--- src/rtl/spi_menu_engine.sv ---
module spi_menu_engine #(
  parameter int BUF_BYTES = 64,
  parameter int HALF_SLOW = 3,
  parameter int HALF_FAST = 2,
  localparam int CW     = $clog2(BUF_BYTES),
  localparam int DWORDS = BUF_BYTES / 4,
  localparam int AW     = $clog2(8 + DWORDS)
) (
  input  logic          clk,
  input  logic          rst_n,
  input  logic          reg_we,
  input  logic [AW-1:0] reg_addr,
  input  logic [31:0]   reg_wdata,
  output logic [31:0]   reg_rdata,
  input  logic          prot_deny,
  output logic          spi_sck,
  output logic          spi_cs_n,
  output logic          spi_mosi,
  input  logic          spi_miso
);
  localparam int FLW  = CW + 2;
  localparam int HMAX = (HALF_SLOW > HALF_FAST) ? HALF_SLOW : HALF_FAST;
  localparam int HW   = $clog2(HMAX + 1);

  typedef enum logic [1:0] {S_IDLE, S_PRE, S_GAP, S_MAIN} st_t;

  st_t            st;
  logic [7:0]     menu [8];
  logic [15:0]    optype;
  logic [7:0]     prefix;
  logic           lock_r, done_r, err_r;
  logic [23:0]    addr_r;
  logic [CW+7:0]  ctrl_r;
  logic [7:0]     dbuf [BUF_BYTES];

  logic [7:0]     c_op;
  logic [1:0]     c_type;
  logic           c_dp, c_fast;
  logic [CW-1:0]  c_cnt1;
  logic [23:0]    c_addr;
  logic [FLW-1:0] flen, byte_idx;
  logic [2:0]     bit_cnt;
  logic [7:0]     shreg, rxreg;
  logic           sck_r;
  logic [HW-1:0]  hcnt;

  wire busy    = st != S_IDLE;
  wire go_wr   = reg_we && reg_addr == AW'(0) && reg_wdata[0];
  wire go_ok   = go_wr && !busy && !prot_deny;
  wire is_data = reg_addr >= AW'(8) && 32'(reg_addr) < 8 + DWORDS;
  wire [CW-3:0] woff = (CW-2)'(reg_addr - AW'(8));

  wire [2:0]     n_idx  = reg_wdata[6:4];
  wire [1:0]     n_type = optype[{n_idx, 1'b0} +: 2];
  wire [CW-1:0]  n_cnt1 = reg_wdata[CW+7:8];
  wire [FLW-1:0] n_len  = (n_type[1] ? FLW'(4) : FLW'(1)) +
                          (reg_wdata[7] ? FLW'(n_cnt1) + FLW'(1) : FLW'(0));
  wire [FLW-1:0] c_hdr  = c_type[1] ? FLW'(4) : FLW'(1);
  wire [FLW-1:0] c_len  = c_hdr + (c_dp ? FLW'(c_cnt1) + FLW'(1) : FLW'(0));

  wire [HW-1:0]  half      = c_fast ? HW'(HALF_FAST) : HW'(HALF_SLOW);
  wire           tick      = busy && (hcnt == half - HW'(1));
  wire [FLW-1:0] nxt_pos   = byte_idx + FLW'(1);
  wire [CW-1:0]  nxt_dpos  = CW'(nxt_pos - c_hdr);
  wire           last_bit  = tick && sck_r && bit_cnt == 3'd7;
  wire           frame_end = last_bit && nxt_pos == flen;
  wire           cap_en    = st == S_MAIN && last_bit && c_dp && !c_type[0] &&
                             byte_idx >= c_hdr;
  wire [CW-1:0]  cap_pos   = CW'(byte_idx - c_hdr);

  logic [7:0] nxt_byte;
  always_comb begin
    if (c_type[1] && nxt_pos < FLW'(4)) begin
      case (nxt_pos[1:0])
        2'd1:    nxt_byte = c_addr[23:16];
        2'd2:    nxt_byte = c_addr[15:8];
        default: nxt_byte = c_addr[7:0];
      endcase
    end else if (c_type[0]) begin
      nxt_byte = dbuf[nxt_dpos];
    end else begin
      nxt_byte = 8'h00;
    end
  end

  assign spi_sck  = sck_r;
  assign spi_cs_n = !(st == S_PRE || st == S_MAIN);
  assign spi_mosi = spi_cs_n ? 1'b0 : shreg[7];

  always_ff @(posedge clk or negedge rst_n) begin
    if (!rst_n) begin
      for (int i = 0; i < 8; i++) menu[i] <= 8'h00;
      optype <= '0;
      prefix <= '0;
      lock_r <= 1'b0;
      addr_r <= '0;
      ctrl_r <= '0;
    end else if (reg_we) begin
      case (reg_addr)
        AW'(0): ctrl_r <= {reg_wdata[CW+7:1], 1'b0};
        AW'(2): addr_r <= reg_wdata[23:0];
        AW'(3): if (!lock_r) for (int i = 0; i < 4; i++) menu[i]   <= reg_wdata[8*i +: 8];
        AW'(4): if (!lock_r) for (int i = 0; i < 4; i++) menu[i+4] <= reg_wdata[8*i +: 8];
        AW'(5): if (!lock_r) optype <= reg_wdata[15:0];
        AW'(6): if (!lock_r) prefix <= reg_wdata[7:0];
        AW'(7): if (reg_wdata[0]) lock_r <= 1'b1;
        default: ;
      endcase
    end
  end

  always_ff @(posedge clk) begin
    if (reg_we && is_data)
      for (int k = 0; k < 4; k++) dbuf[{woff, 2'(k)}] <= reg_wdata[8*k +: 8];
    if (cap_en) dbuf[cap_pos] <= rxreg;
  end

  always_ff @(posedge clk or negedge rst_n) begin
    if (!rst_n) begin
      st <= S_IDLE; done_r <= 1'b0; err_r <= 1'b0;
      c_op <= '0; c_type <= '0; c_dp <= 1'b0; c_fast <= 1'b0; c_cnt1 <= '0; c_addr <= '0;
      flen <= '0; byte_idx <= '0; bit_cnt <= '0; shreg <= '0; rxreg <= '0;
      sck_r <= 1'b0; hcnt <= '0;
    end else begin
      if (reg_we && reg_addr == AW'(1)) begin
        if (reg_wdata[1]) done_r <= 1'b0;
        if (reg_wdata[2]) err_r  <= 1'b0;
      end
      if (go_wr && (busy || prot_deny)) err_r <= 1'b1;
      hcnt <= (!busy || tick) ? '0 : hcnt + HW'(1);
      case (st)
        S_IDLE: if (go_ok) begin
          c_op     <= menu[n_idx];
          c_type   <= n_type;
          c_dp     <= reg_wdata[7];
          c_fast   <= reg_wdata[2];
          c_cnt1   <= n_cnt1;
          c_addr   <= addr_r;
          byte_idx <= '0;
          bit_cnt  <= '0;
          sck_r    <= 1'b0;
          if (reg_wdata[1]) begin
            st <= S_PRE; shreg <= prefix; flen <= FLW'(1);
          end else begin
            st <= S_MAIN; shreg <= menu[n_idx]; flen <= n_len;
          end
        end
        S_PRE, S_MAIN: if (tick) begin
          if (!sck_r) begin
            sck_r <= 1'b1;
            rxreg <= {rxreg[6:0], spi_miso};
          end else begin
            sck_r <= 1'b0;
            if (bit_cnt == 3'd7) begin
              bit_cnt <= '0;
              if (frame_end) begin
                if (st == S_PRE) st <= S_GAP;
                else begin st <= S_IDLE; done_r <= 1'b1; end
              end else begin
                byte_idx <= nxt_pos;
                shreg    <= nxt_byte;
              end
            end else begin
              bit_cnt <= bit_cnt + 3'd1;
              shreg   <= {shreg[6:0], 1'b0};
            end
          end
        end
        S_GAP: if (tick) begin
          if (bit_cnt[0]) begin
            st <= S_MAIN; bit_cnt <= '0; byte_idx <= '0;
            shreg <= c_op; flen <= c_len;
          end else begin
            bit_cnt <= 3'd1;
          end
        end
        default: st <= S_IDLE;
      endcase
    end
  end

  always_comb begin
    reg_rdata = '0;
    case (reg_addr)
      AW'(0): reg_rdata[CW+7:0] = ctrl_r;
      AW'(1): reg_rdata[2:0]    = {err_r, done_r, busy};
      AW'(2): reg_rdata[23:0]   = addr_r;
      AW'(3): reg_rdata = {menu[3], menu[2], menu[1], menu[0]};
      AW'(4): reg_rdata = {menu[7], menu[6], menu[5], menu[4]};
      AW'(5): reg_rdata[15:0]   = optype;
      AW'(6): reg_rdata[7:0]    = prefix;
      AW'(7): reg_rdata[0]      = lock_r;
      default: if (is_data)
        for (int k = 0; k < 4; k++) reg_rdata[8*k +: 8] = dbuf[{woff, 2'(k)}];
    endcase
  end
endmodule

--- config.mk ---
export PLATFORM = sky130hd
export DESIGN_NAME = spi_menu_engine
export DESIGN_NICKNAME = d
export VERILOG_FILES = /design/src/rtl/spi_menu_engine.sv
export SDC_FILE = /design/constraint.sdc
export NUM_CORES = 2
export LEC_CHECK = 0
export ABC_AREA = 1
export ABC_CLOCK_PERIOD_IN_PS = 4700
export BUFFER_PORTS_ARGS = -buffer_cell sky130_fd_sc_hd__buf_2
export CAP_MARGIN = 0
export CORE_UTILIZATION = 25
export CTS_CLUSTER_DIAMETER = 200
export DETAILED_ROUTE_END_ITERATION = 10
export GPL_TIMING_DRIVEN = 0
export HOLD_SLACK_MARGIN = 0.1
export SLEW_MARGIN = 20
export SYNTH_ARGS = -nofsm -noshare
export SYNTH_HDL_FRONTEND = slang
export SYNTH_SLANG_ARGS = --single-unit
--- constraint.sdc ---
create_clock -name clk -period 4.7 [get_ports clk]
set_clock_uncertainty 0.1 [all_clocks]
set_input_delay 0.94 -clock clk [delete_from_list [all_inputs] [get_ports clk]]
set_output_delay 0.94 -clock clk [all_outputs]
set_load 0.01 [all_outputs]
Word-level counts from Yosys, hierarchy flattened
Memory sizes are Yosys's and may differ from the RTL's.
Index checks and enable logic that the tools add are counted.
Operators by class
  add/subtract/negate cells: 11
  order comparisons: 5
  equal/unequal tests: 24
  shift-type cells: 1
  mux-type cells: 79
  bitwise gates (word level): 3
  reduce and logical (&&, ||, !) cells: 53
Operators by type and width (count)
  8-bit 2-to-1 mux: 23
  8-bit case mux with 3 select lines: 3
  6-bit case mux with 6 select lines: 1
  5-bit case mux with 7 select lines: 1
  32-bit 2-to-1 mux: 1
  8-bit case mux with 2 select lines: 2
  8-bit case mux with 4 select lines: 1
  8-bit binary-select mux with 3-bit select: 1
  1-bit 2-to-1 mux: 21
  3-bit 2-to-1 mux: 7
  3-bit AND reduction: 7
  5-bit by 3-bit == test with 1-bit output (second input constant): 4
  2-bit 2-to-1 mux: 10
  1-bit logical AND: 17
  3-bit by 7-bit adder with 8-bit output: 2
  2-bit inequality test (second input constant): 8
  2-bit case mux with 8 select lines: 1
  16-bit by 5-bit indexed part select with 2-bit output: 1
  6-bit by 1-bit adder with 7-bit output (second input constant): 2
  7-bit 2-to-1 mux: 2
  7-bit AND reduction: 2
  6-bit by 3-bit subtractor with 6-bit output: 2
  5-bit by 2-bit == test with 1-bit output (second input constant): 2
  2-bit case mux with 5 select lines: 1
  other kinds (36): 54
Word-level totals
  bits in registers: 210
  RAM bits: 512
  input bits: 42
  output and inout bits: 35
  word-level logic and storage cells: 206
  memories: 1
Memory list
  dbuf: depth 64, bits a word 8, read ports 5, clocked after memory_dff 0, write ports 5, RTL line 34  | logic [7:0] dbuf [BUF_BYTES];

Depth between registers and ports, before layout
  depth after elaboration: 12
  depth in mapped cells: 18
  gate-level depth less buffers: 16

Worst setup path after synthesis
Ideal clock, no wire load.
  kind: input to output
  start point: input reg_addr[0]
  end point: output reg_rdata[16]
  arrival time: 2338 ps
  required time: 3660 ps
  setup slack: 1322 ps
  stages on the path: 9
  buffers on the path: 2
  cells stage by stage: inv_1 -> nor2_1 -> inv_2 -> clkbuf_1 -> buf_1 -> o22ai_1 -> o21ai_0 -> nand4_1 -> o21ai_0
Between the ends
  longest elaborated chain between the ends: 4
  elaborated cells on any way between the ends: 16
RTL lines
  start, declared: RTL line 12  | input logic [AW-1:0] reg_addr,
  4-bit subtractor, or another cell as far along: RTL line 51  | wire [CW-3:0] woff = (CW-2)'(reg_addr - AW'(8));
  memory 64 x 8 bit or 1-bit logical AND (tied branches)
  32-bit 2-to-1 mux: RTL line 193  | default: if (is_data)
  8-bit case mux with 4 select lines *: RTL line 184  | case (reg_addr)
  end, declared: RTL line 14  | output logic [31:0] reg_rdata,
Every way passes the cells marked *; elsewhere a longest branch is shown, timed or not.

Worst setup path in the final report
  start point: input reg_addr[1]
  end point: output reg_rdata[23]
Same word-level chain as after synthesis.

==> impl_metrics.py <==
metrics = {
    "pwr": {
        "comb_power_share_pct": 44.1,
        "switching_share_pct": 49.60,
        "powerDensity_nw_per_um2": 549.2,
        "switchingPower_w": 0.01303,
        "finalPower_w": 0.02626,
        "clkPwrFrac_pct": 28.5,
        "intPower_w": 0.01324,
        "peakVddDrop_mv": 0.4229,
        "p_leak_nw": 19.45,
        "seqPwrFrac_pct": 27.5,
    },
    "detailed_routing": {
        "wl_per_cell_um": 39.90,
        "via_per_inst": 5.916,
        "first_pass_iters": 8,
        "wl_um": 303900,
        "final_antenna_net_count": 0,
        "drc": 0,
        "vias": 45060,
        "drt_iter0_drc": 7970,
    },
    "timing": {
        "min_period_ps": 4878,
        "slew_viol_final": 0,
        "setup-tns-final_ps": -2905,
        "min_period_over_period_pct": 103.8,
        "hold_slack_ps": 353.3,
        "tightest_slew_ps": 1426,
        "hold_viol": 0,
        "slew_headroom_pct": 4.550,
        "fmax_mhz": 205.0,
        "setup_viol": 38,
        "fin_ws_ps": -178.3,
    },
    "cells_and_area": {
        "stdcell_count": 7616,
        "post-route-util_pct": 29.75,
        "area_growth_pct": 17.88,
        "nets": 5432,
        "nFillCells": 17460,
        "drive_above_1_share_pct": 8.966,
    },
    "floorplan": {
        "core-area_sq_um": 160800,
        "die_area_sq_um": 163900,
        "row_count": 147,
        "io_pins": 77,
        "die_x_um": 404.8,
        "start_util_pct": 25.24,
        "die_y_um": 404.8,
    },
    "synth": {
        "synth_area_sq_um": 40570,
        "synthAdderAreaFrac_pct": 0.7094,
        "yosysWarnings": 0,
        "synth_top_area_share_pct": 37.90,
        "yosys_most_used_dff": "edfxtp_1",
        "synth_edf_count": 512,
        "async_flop_share_pct": 29.09,
        "synth_seq_cells": 722,
        "synth_seq_area_share_pct": 50.85,
        "synth_top_family_by_area": "simple AND/OR/NAND/NOR gates",
        "ys_top_cells_by_area": "edfxtp_1 (38%), nand2_1 (18%), dfrtp_1 (13%), o21ai_0 (11%), nand3_1 (4.7%)",
        "synth.distinct_cells": 43,
        "synthXorXnorAreaFrac_pct": 0.2344,
        "synth_top_area_cell": "edfxtp_1",
        "synth_compound_area_share_pct": 17.63,
        "synthMuxAreaShare_pct": 0.02776,
        "yosys.area_share.simple_pct": 24.99,
        "avgSynthCellArea_sq_um": 7.810,
        "synth.net_count": 5259,
        "syn_inst": 5194,
    },
    "clocking": {
        "htree_num_levels": 3,
        "clk_pin_slew_worst_paths_ps": 60,
        "clkLatencyLatePin_ps": 780,
        "root_buffer": "clkbuf_16",
        "cts_tree": "yes",
        "clock_sinks": 722,
        "clock_path_buffers": 3,
        "cts_made_buffers": 91,
    },
    "global_routing": {
        "track_usage_pct": 36.17,
        "grt_pass1_wl_um": 388200,
        "overflow": 0,
        "antenna_found_initial": 43,
        "grt_pass1_vias": 40160,
        "grt_max_degree": 87,
    },
    "hold_path": {
        "hp-class": "flop to flop",
    },
    "worst_setup_path": {
        "arrival_ps": 3840,
        "critPathLaunchType": "input pin",
        "cp_max_fo": 10,
        "cp-end-kind": "primary output",
        "required_ps": 3660,
        "worstSetupPathType": "input pin to primary output",
    },
    "status": {
        "outcome": "finished with violations",
        "violations": "setup timing",
    },
    "placed_design": {
        "io_buffers": 51,
        "gp_congestion": 1.156,
        "dp_cells": 7421,
        "hpwl_um": 234400,
    },
    "run": {
        "max-cap-violations": 0,
    },
}
[area by class of cell]
class	count	area (sq um)	area share (%)
flip-flops and latches	722	20630	43.14
multi-input cells	3873	18050	37.75
well taps	2160	2703	5.651
clock buffers	118	2419	5.058
plain buffers	427	1961	4.100
repair buffers	81	729.5	1.525
clock inverters	51	646.9	1.353
inverters	171	646.9	1.353
diodes	13	32.53	0.06803
[what timing repair did]
action                                 4_1_cts  5_1_grt
endpoints found under the hold margin       73        0
gates cloned                                 0        0
gates resized for setup                    218       84
pin swaps                                    8        7
buffers inserted                             7        6
hold buffers                                 1        0
setup endpoints to repair                  276      277
[cell usage after synthesis (4+ instances only)]
master and instances:
o211ai_1 15, o221ai_1 20, o21ai_0 879, edfxtp_1 512
clkbuf_1 363, a21oi_1 50, dfrtp_1 210, inv_1 163
inv_2 5, o31ai_1 5, nor2_2 13, nor2_1 134
buf_2 5, a22oi_1 9, nor3_4 4, nand4_1 27
ha_1 23, xnor2_1 4, a31oi_1 7, buf_1 60
nand2_1 1948, nand2_2 4, o21ai_1 48, a221oi_1 7
nand3_1 380, xor2_1 5, nor3_1 4, o22ai_1 261
a211oi_1 8
[registers in the layout (all words and copies together), names as in the netlist, 3 cells and up]
name,cells
dbuf,512
menu,64
addr_r,24
c_addr,24
optype,16
ctrl_r,13
byte_idx,8
c_op,8
flen,8
prefix,8
rxreg,8
shreg,8
c_cnt1,6
bit_cnt,3
[layout by cell type, fill, tap and decap left out, types with 23 or more instances in the layout]
master,instances
a21oi_1,50
nand3_1,377
o21ai_0,819
clkbuf_1,247
nor2_1,128
buf_2,79
clkbuf_16,91
inv_1,162
buf_1,27
ha_1,23
clkbuf_2,110
o22ai_1,253
o21ai_1,83
edfxtp_1,512
clkbuf_4,24
dfrtp_1,210
nand4_1,27
nand2_1,1944
[final timing paths]
| path | to | from | cells after the start | slack [ps] |
|---|---|---|---|---|
| max in group asynchronous | menu[45]$_DFFE_PN0P_ | rst_n | 3 | 2880 |
| setup reg to reg | dbuf[3][6]$_DFFE_PP_ | byte_idx[0]$_DFFE_PN0P_ | 11 | -20 |
| hold reg to reg | rxreg[3]$_DFFE_PN0P_ | rxreg[2]$_DFFE_PN0P_ | 2 | 350 |
| min in group asynchronous | c_addr[14]$_DFFE_PN0P_ | rst_n | 2 | 630 |
| setup / recovery | reg_rdata[23] | reg_addr[1] | 9 | -180 |
| hold / removal | rxreg[3]$_DFFE_PN0P_ | rxreg[2]$_DFFE_PN0P_ | 2 | 350 |
[power groups by stage]
stage | registers (W) | logic [W] | clock network [W]
finish | 0.00722 | 0.0116 | 0.00747
global route | 0.00724 | 0.0114 | 0.00767
CTS | 0.00722 | 0.0106 | 0.00740
detailed placement | 0.00734 | 0.0105 | 0
global placement | 0.00733 | 0.0105 | 0
floorplan | 0.00728 | 0.00440 | 0
[cell families after synthesis]
logic type	count (synthesis)
adder cells (fa/ha/maj)	23
multiplexers	1
AO/OA/AOI/OAI	1317
flip-flops	722
buffers and inverters	599
XOR/XNOR	10
AND/OR/NAND/NOR	2522
[per-layer routing]
layer | vias up | track usage, % | part of all wire (%)
met3 | 838 | 13.63 | 14
li1 | 18230 | - | -
met1 | 22320 | 46.45 | 39
met2 | 3638 | 50.11 | 40
met4 | 32 | 23.97 | 8.0
met5 | - | 0 | 0.14
[stage by stage]
stage                     worst slack, ps  area, sq um
final                              -178.3        47820
after global routing               -20.07        47790
after CTS                          -74.95        47610
after detailed placement            -1707        44000
after global placement              -2175        43520
after floorplan                      1322        40570
[critical path, cell delays in order]
cell and delay (ps):
buf_2 260, nor2_4 140, inv_2 210, buf_2 470, o22ai_1 260, o21ai_0 520, nand4_1 430, o21ai_0 360
buf_2 190
(Power assumes the default switching activity.)
